### src/rtl/alias_map.sv
module alias_map #(
  parameter int LANES  = 3,
  parameter int AREGS  = 8,
  parameter int TAG_W  = 5,
  parameter int RLANES = 3,
  localparam int AW    = $clog2(AREGS)
) (
  input  logic                          clk,
  input  logic                          rst_n,
  input  logic                          recover,
  input  logic [LANES-1:0]              dst_we,
  input  logic [LANES-1:0][AW-1:0]      dst_reg,
  input  logic [LANES-1:0][TAG_W-1:0]   dst_tag,
  input  logic [LANES-1:0][AW-1:0]      src0_reg,
  input  logic [LANES-1:0][AW-1:0]      src1_reg,
  input  logic [RLANES-1:0]             ret_vld,
  input  logic [RLANES-1:0][AW-1:0]     ret_reg,
  input  logic [RLANES-1:0][TAG_W-1:0]  ret_tag,
  output logic [LANES-1:0]              src0_ret,
  output logic [LANES-1:0][TAG_W-1:0]   src0_tag,
  output logic [LANES-1:0]              src1_ret,
  output logic [LANES-1:0][TAG_W-1:0]   src1_tag
);

  logic [AREGS-1:0]             tbl_ret, nxt_ret;
  logic [AREGS-1:0][TAG_W-1:0]  tbl_tag, nxt_tag;

  always_comb begin
    for (int i = 0; i < LANES; i++) begin
      src0_ret[i] = tbl_ret[src0_reg[i]];
      src0_tag[i] = tbl_tag[src0_reg[i]];
      src1_ret[i] = tbl_ret[src1_reg[i]];
      src1_tag[i] = tbl_tag[src1_reg[i]];
      for (int j = 0; j < i; j++) begin
        if (dst_we[j] && dst_reg[j] == src0_reg[i]) begin
          src0_ret[i] = 1'b0;
          src0_tag[i] = dst_tag[j];
        end
        if (dst_we[j] && dst_reg[j] == src1_reg[i]) begin
          src1_ret[i] = 1'b0;
          src1_tag[i] = dst_tag[j];
        end
      end
    end
  end

  always_comb begin
    nxt_ret = tbl_ret;
    nxt_tag = tbl_tag;
    for (int k = 0; k < RLANES; k++)
      if (ret_vld[k] && tbl_tag[ret_reg[k]] == ret_tag[k])
        nxt_ret[ret_reg[k]] = 1'b1;
    for (int i = 0; i < LANES; i++)
      if (dst_we[i]) begin
        nxt_ret[dst_reg[i]] = 1'b0;
        nxt_tag[dst_reg[i]] = dst_tag[i];
      end
    if (recover) nxt_ret = '1;
  end

  always_ff @(posedge clk or negedge rst_n) begin
    if (!rst_n) begin
      tbl_ret <= '1;
      tbl_tag <= '0;
    end else begin
      tbl_ret <= nxt_ret;
      tbl_tag <= nxt_tag;
    end
  end

endmodule

### config.mk
export PLATFORM = sky130hd
export DESIGN_NAME = alias_map
export DESIGN_NICKNAME = d
export VERILOG_FILES = /design/src/rtl/alias_map.sv
export SDC_FILE = /design/constraint.sdc
export NUM_CORES = 1
export LEC_CHECK = 0
export BUFFER_PORTS_ARGS = -buffer_cell sky130_fd_sc_hd__buf_2
export CAP_MARGIN = 5
export CELL_PAD_IN_SITES_DETAIL_PLACEMENT = 1
export CELL_PAD_IN_SITES_GLOBAL_PLACEMENT = 2
export CORE_MARGIN = 5
export CORE_UTILIZATION = 35
export CTS_CLUSTER_SIZE = 8
export DETAILED_ROUTE_END_ITERATION = 6
export PLACE_DENSITY = 0.88
export SYNTH_ARGS = -nofsm -noshare
export SYNTH_HDL_FRONTEND = slang
export SYNTH_SLANG_ARGS = --single-unit
### constraint.sdc
create_clock -name clk -period 2.7 [get_ports clk]
set_clock_uncertainty 0.2 [all_clocks]
set_input_delay 0.27 -clock clk [delete_from_list [all_inputs] [get_ports clk]]
set_output_delay 0.27 -clock clk [all_outputs]
set_load 0.05 [all_outputs]
==> impl_metrics.csv, run 1 <==
group,metric,value,unit
synthesis,syn_area_per_cell,9.68,um^2
sta,fin_tns_setup,0,ns
hold_path,min_path_cells,3,
sta,worst_slew_pin_slew,0.696,ns
floorplan,dieArea,22600,um^2
sta,maxSlewHeadroom,0.534,
synthesis,synth-async-reset-ratio,1.00,
sta,holdWs,0.140,ns
layout,layout-drive-gt1-share,0.353,
layout,final_common_cell,"buf_2",
synthesis,synth_cell_types,47,
clock_network,cts_buffer_depth,2,
synthesis,synth_ff_type,"dfrtp_1",
layout,final_cell_mix,"110 x buf_2, 95 x mux2i_1, 87 x mux4_2, 77 x nand2_1, 66 x o21ai_0",
clock_network,htreeDepth,2,
critical_path,critical_path_class,"register to primary output",
power,p_per_area,614,nW/um^2
sta,setup_viol,0,
status,status,"finished clean",
hold_path,hp-class,"primary input to register",
synthesis,synth_area,6890,um^2
layout,final_cell_count_no_fill,1047,
clock_network,cts_sinks,48,
global_routing,grt_first_pass_wirelength,44.6,mm
place,hpwl,21.8,mm
sta,setup_ws,0.00212,ns
synthesis,seq_area_frac_synth,0.176,
synthesis,synth_edf_count,0,
routing,routed_wl,30.2,mm
place,post-place-ws,0.117,ns
routing,drtAntennaViolNets,0,
routing,wl_per_cell,28.9,um
routing,drt_iter0_drc,787,
clock_network,clockRootBuffer,"clkbuf_16",
sta,hold_viol_final,0,
critical_path,cp-start-kind,"register",
clock_network,cts_buffers,5,
routing,vias_per_cell,6.58,
critical_path,cp_max_fo,10,
power,peakVddDrop,0.249,mV
clock_network,cts_tree,"done",
clock_network,postCtsSetupBuffers,0,
power,power,4.81,mW
layout,final_core_util,0.404,
clock_network,clkLatencyLatePin,0.30,ns
sta,fmax,371,MHz
global_routing,grt_max_degree,49,
floorplan,io_pins,111,
sta,grt_setup_unrepaired,"no",
sta,fin_crit_sh,0.999,
floorplan,die_w,150,um
routing,drtPass1Iterations,5,
floorplan,rows,51,
layout,nNetsFinal,857,
floorplan,die_h,150,um
synthesis,yosys_warnings,0,
critical_path,cp.required,2.23,ns
sta,fin_crit,2.70,ns
layout,final_area,7840,um^2
sta,finalMaxSlewViolations,0,
global_routing,gr-total-overflow,0,
critical_path,ff2ff_path_depth,6,
clock_network,cts.clk_slew.worst_paths,0.07,ns
global_routing,grt_use_total,0.264,
layout,areaGrowthSynthToFinish,13.7,%
layout,diodes,0,
synthesis,synthCells,712,
global_routing,grt_pass1_vias,7157,
routing,dr_total_vias,6890,
floorplan,core,19400,um^2
place,placed_cells_incl_taps,1039,
job,maxCapViolCount,0,
place,routabilityCongestion,0.872,
critical_path,worstPathArrival,2.23,ns
synthesis,syn-num-nets,787,
floorplan,start_util,0.355,
synthesis,synth-seq-cells,48,
global_routing,antenna_found_initial,0,
critical_path,endpoint_kind,"primary output",
routing,drc,0,
place,placed_cell_area,7670,um^2
place,port_buffers,110,
power,leakagePower,3.20,nW
-- layer usage --
metal / up-vias / GRT usage / part of all wire
met3: 134 / 0.0494 / 0.11
met4: 0 / 0.162 / 0.070
met2: 516 / 0.410 / 0.45
met5: - / 0 / 0
li1: 2866 / - / -
met1: 3374 / 0.341 / 0.37
-- critical path, stage by stage (launching register included) --
cell and delay, ns:
dfrtp_1 0.60, mux4_2 0.54, mux2i_1 0.25, a211oi_1 0.14, a21o_1 0.18, buf_2 0.21
-- Yosys cell counts (all sizes together), types with 3 or more instances --
master  count  area (um^2)
a211oi     21          168
a22oi       7         52.6
nand3      13         65.1
nand4      13         81.3
o21ai      66          330
nor2       46          173
mux2       14          158
nor3b       4         40.0
dfstp       8          210
xor2        7         61.3
nand2      77          289
mux4       90         2040
nor3       10         60.1
mux2i      95          951
nand2b      6         37.5
inv        12         45.0
a31oi      12         75.1
nand3b      4         30.0
dfrtp      40         1000
clkbuf     45          170
nor2b       8         50.1
buf        35          184
a311oi      8         70.1
a21oi      16         80.1
nand4b      3         26.3
a21o       18          135
xnor2      24          210
-- where the power goes --
group | internal (mW) | switching, mW | leakage, nW
registers | 0.872 | 0.626 | 0.548
clock network | 0.338 | 0.287 | 0.0673
logic | 1.17 | 1.52 | 2.58
total | 2.38 | 2.44 | 3.20
-- state kept, by name, summed over array words and instances, names as in the netlist --
name / flops
tbl_tag: 40
tbl_ret: 8
-- worst paths after layout --
check	from	end	slack, ns
setup reg to reg	tbl_tag[3]$_DFF_PN0_	tbl_ret[6]$_DFF_PN1_	0.07
hold reg to reg	tbl_ret[2]$_DFF_PN1_	tbl_ret[2]$_DFF_PN1_	0.60
min in group asynchronous	rst_n	tbl_tag[6]$_DFF_PN0_	0.45
setup / recovery	tbl_tag[13]$_DFF_PN0_	src1_tag[13]	0.002
hold / removal	dst_tag[10]	tbl_tag[10]$_DFF_PN0_	0.14
max in group asynchronous	rst_n	tbl_tag[34]$_DFF_PN0_	1.36
-- timing repair --
| item | in CTS | in global routing |
|---|---|---|
| endpoints found under the hold margin | 40 | 0 |
| gates resized for setup | 0 | 11 |
| hold buffers | 1 | 0 |
| endpoints found under the setup margin | 0 | 9 |
-- logic make-up (layout without fill, tap and decap cells) --
group | after synthesis | after routing | share of synthesized area
AOI/OAI and AO/OA | 154 | 154 | 0.143
buffers and inverters | 92 | 162 | 0.0579
muxes | 199 | 199 | 0.457
and+or+nand+nor | 188 | 188 | 0.127
xor gates and xnor gates | 31 | 31 | 0.0394
DFF | 48 | 48 | 0.176
-- cell type report --
cell class	instances	area, um^2
repair buffers	143	801
clock buffers	5	125
flip-flops and latches	48	1220
multi-input cells	572	5300
fillers	2247	11600
well taps	265	332
inverters	12	45.0
clock inverters	2	12.5
No activity file was read; power rests on OpenSTA's default activity.
==> run 2: changes to the inputs <==
- CORE_MARGIN: 5 -> 2
- CORE_UTILIZATION: 35 -> 37
- PLACE_DENSITY: 0.88 -> 0.92
==> run 2 against run 1 <==
Net effect: register-to-register slack improved by 0.05 ns; maximum frequency barely moved; sequential share of layout area fell by 0.21 points; core utilization rose by 3.4 points; clock power rose by 34%; sequential power fell by 4%; first-iteration DRC count fell by 8.0%; critical path type unchanged; critical endpoint is now src0_tag[12]; highest routed layer unchanged.
==> impl_metrics.csv, run 2 (same netlist as run 1, synthesis figures left out) <==
group,metric,value,unit
hold_path,min_path_cells,3,
critical_path,worstPathArrival,2.23,ns
clock_network,cts_buffer_depth,2,
clock_network,cts.clk_slew.worst_paths,0.08,ns
sta,hold_viol_final,0,
floorplan,die_w,140,um
floorplan,die_h,140,um
clock_network,htreeDepth,2,
global_routing,grt_use_total,0.310,
routing,wl_per_cell,30.3,um
sta,setup_viol,0,
power,peakVddDrop,0.369,mV
critical_path,rrSetupSlack,0.12,ns
layout,largest-register,"tbl_tag",
clock_network,cts_tree,"done",
critical_path,endpoint_kind,"primary output",
place,routabilityCongestion,0.938,
layout,final_cell_count_no_fill,1022,
power,p_int,2.61,mW
routing,vias_per_cell,6.83,
routing,drc,0,
critical_path,ff2ff_path_depth,7,
sta,grt_setup_unrepaired,"no",
clock_network,clockRootBuffer,"clkbuf_16",
power,power_frac_clock,0.164,
clock_network,clkLatencyLatePin,0.30,ns
critical_path,cp_max_fo,6,
status,status,"finished clean",
power,leakagePower,3.26,nW
floorplan,rows,49,
layout,areaGrowthSynthToFinish,15.4,%
layout,largestRegisters,"tbl_tag (40), tbl_ret (8)",
sta,setup_ws,0.000733,ns
sta,fin_crit_sh,1.00,
routing,drt_iter0_drc,724,
routing,dr_total_vias,6984,
routing,drtAntennaViolNets,0,
global_routing,grt_first_pass_wirelength,45.8,mm
layout,nNetsFinal,867,
layout,final_cell_mix,"110 x buf_2, 91 x mux2i_1, 87 x mux4_2, 77 x nand2_1, 66 x o21ai_0",
power,p_comb_frac,0.554,
floorplan,io_pins,111,
sta,worst_slew_pin_slew,1.02,ns
clock_network,cts_sinks,48,
hold_path,hp-class,"primary input to register",
power,p_per_area,643,nW/um^2
routing,routed_wl,30.9,mm
layout,multiInputGateArea,5320,um^2
layout,diodes,0,
routing,drtPass1Iterations,5,
floorplan,start_util,0.380,
place,hpwl,22.4,mm
global_routing,antenna_found_initial,0,
critical_path,cp-start-kind,"register",
job,maxCapViolCount,0,
sta,maxSlewHeadroom,0.318,
power,power,5.11,mW
floorplan,dieArea,19700,um^2
layout,largest_reg_flops,40,
layout,final_common_cell,"buf_2",
layout,fillers,2103,
sta,fmax,370,MHz
global_routing,gr-total-overflow,0,
global_routing,grt_pass1_vias,7239,
power,switching_share,0.489,
critical_path,cp.required,2.23,ns
clock_network,cts_buffers,5,
layout,seq_area,1220,um^2
power,power_frac_seq,0.282,
floorplan,core,18100,um^2
place,post-place-ws,0.102,ns
sta,fin_tns_setup,0,ns
global_routing,grt_max_degree,42,
sta,fin_crit,2.70,ns
sta,finalMaxSlewViolations,0,
layout,layout-drive-gt1-share,0.371,
power,power.switching,2.50,mW
critical_path,critical_path_class,"register to primary output",
place,port_buffers,110,
place,placed_cells_incl_taps,1009,
run 2: cell count changes in the layout (fill, tap and decap cells not counted):
cell	previous run	this run
mux2i_2	0	3
mux2i_1	95	91
clkinv_4	1	0
buf_4	32	42
and3_2	0	1
inv_6	0	1
dfrtp_1	30	29
bufinv_16	0	2
dfrtp_2	10	11
and3_1	1	0
mux2i_4	0	1
clkinv_1	1	0
run 2: routing by layer:
metal,GRT usage,wire [um]
met5,0,0
met4,0.204,2280
met3,0.0667,3350
met2,0.486,14000
met1,0.387,11300
run 2: cell type report:
class                           instances  share of cell area
Clock buffer                            5              0.0157
Clock inverter                          3             0.00866
Inverter                               12             0.00567
Multi-Input combinational cell        572               0.670
Sequential cell                        48               0.154
Tap cell                              229              0.0360
Timing Repair Buffer                  153               0.110
run 2: final timing paths:
path                                  startpoint               endpoint
max in group asynchronous                  rst_n   tbl_ret[7]$_DFF_PN1_
setup reg to reg           tbl_tag[37]$_DFF_PN0_   tbl_ret[6]$_DFF_PN1_
hold / removal                       dst_tag[10]  tbl_tag[10]$_DFF_PN0_
min in group asynchronous                  rst_n  tbl_tag[20]$_DFF_PN0_
hold reg to reg             tbl_ret[1]$_DFF_PN1_   tbl_ret[1]$_DFF_PN1_
setup / recovery           tbl_tag[17]$_DFF_PN0_           src0_tag[12]
run 2: through the flow:
stage	utilization	hold WS (ns)	area, um^2
after floorplan	-	-0.226	6900
after global placement	0.423	0.272	7670
after detailed placement	0.423	0.280	7670
after CTS	0.434	0.112	7880
after global routing	0.438	0.148	7950
final	0.438	0.116	7950
run 2: timing repair:
| item | CTS | global route |
|---|---|---|
| pin swaps | 0 | 1 |
| endpoints found under the setup margin | 4 | 13 |
| hold endpoints to repair | 40 | 0 |
| buffers inserted | 0 | 4 |
| hold buffers | 1 | 0 |
| resized for setup | 4 | 14 |
run 2: power by group through the flow:
stage          sequential [mW]  combinational [mW]  clock [mW]
2_1_floorplan             1.09                2.03           0
3_3_place_gp              1.35                2.65           0
3_5_place_dp              1.39                2.72           0
4_1_cts                   1.38                2.75       0.839
5_1_grt                   1.42                2.97       0.862
6_report                  1.44                2.83       0.838
run 2: critical path, stage by stage (launching register included):
cell      delay, ns
dfrtp_2        0.49
buf_4          0.20
mux4_2         0.49
mux2i_2        0.25
a211oi_1       0.13
a21o_1         0.17
buf_2          0.21
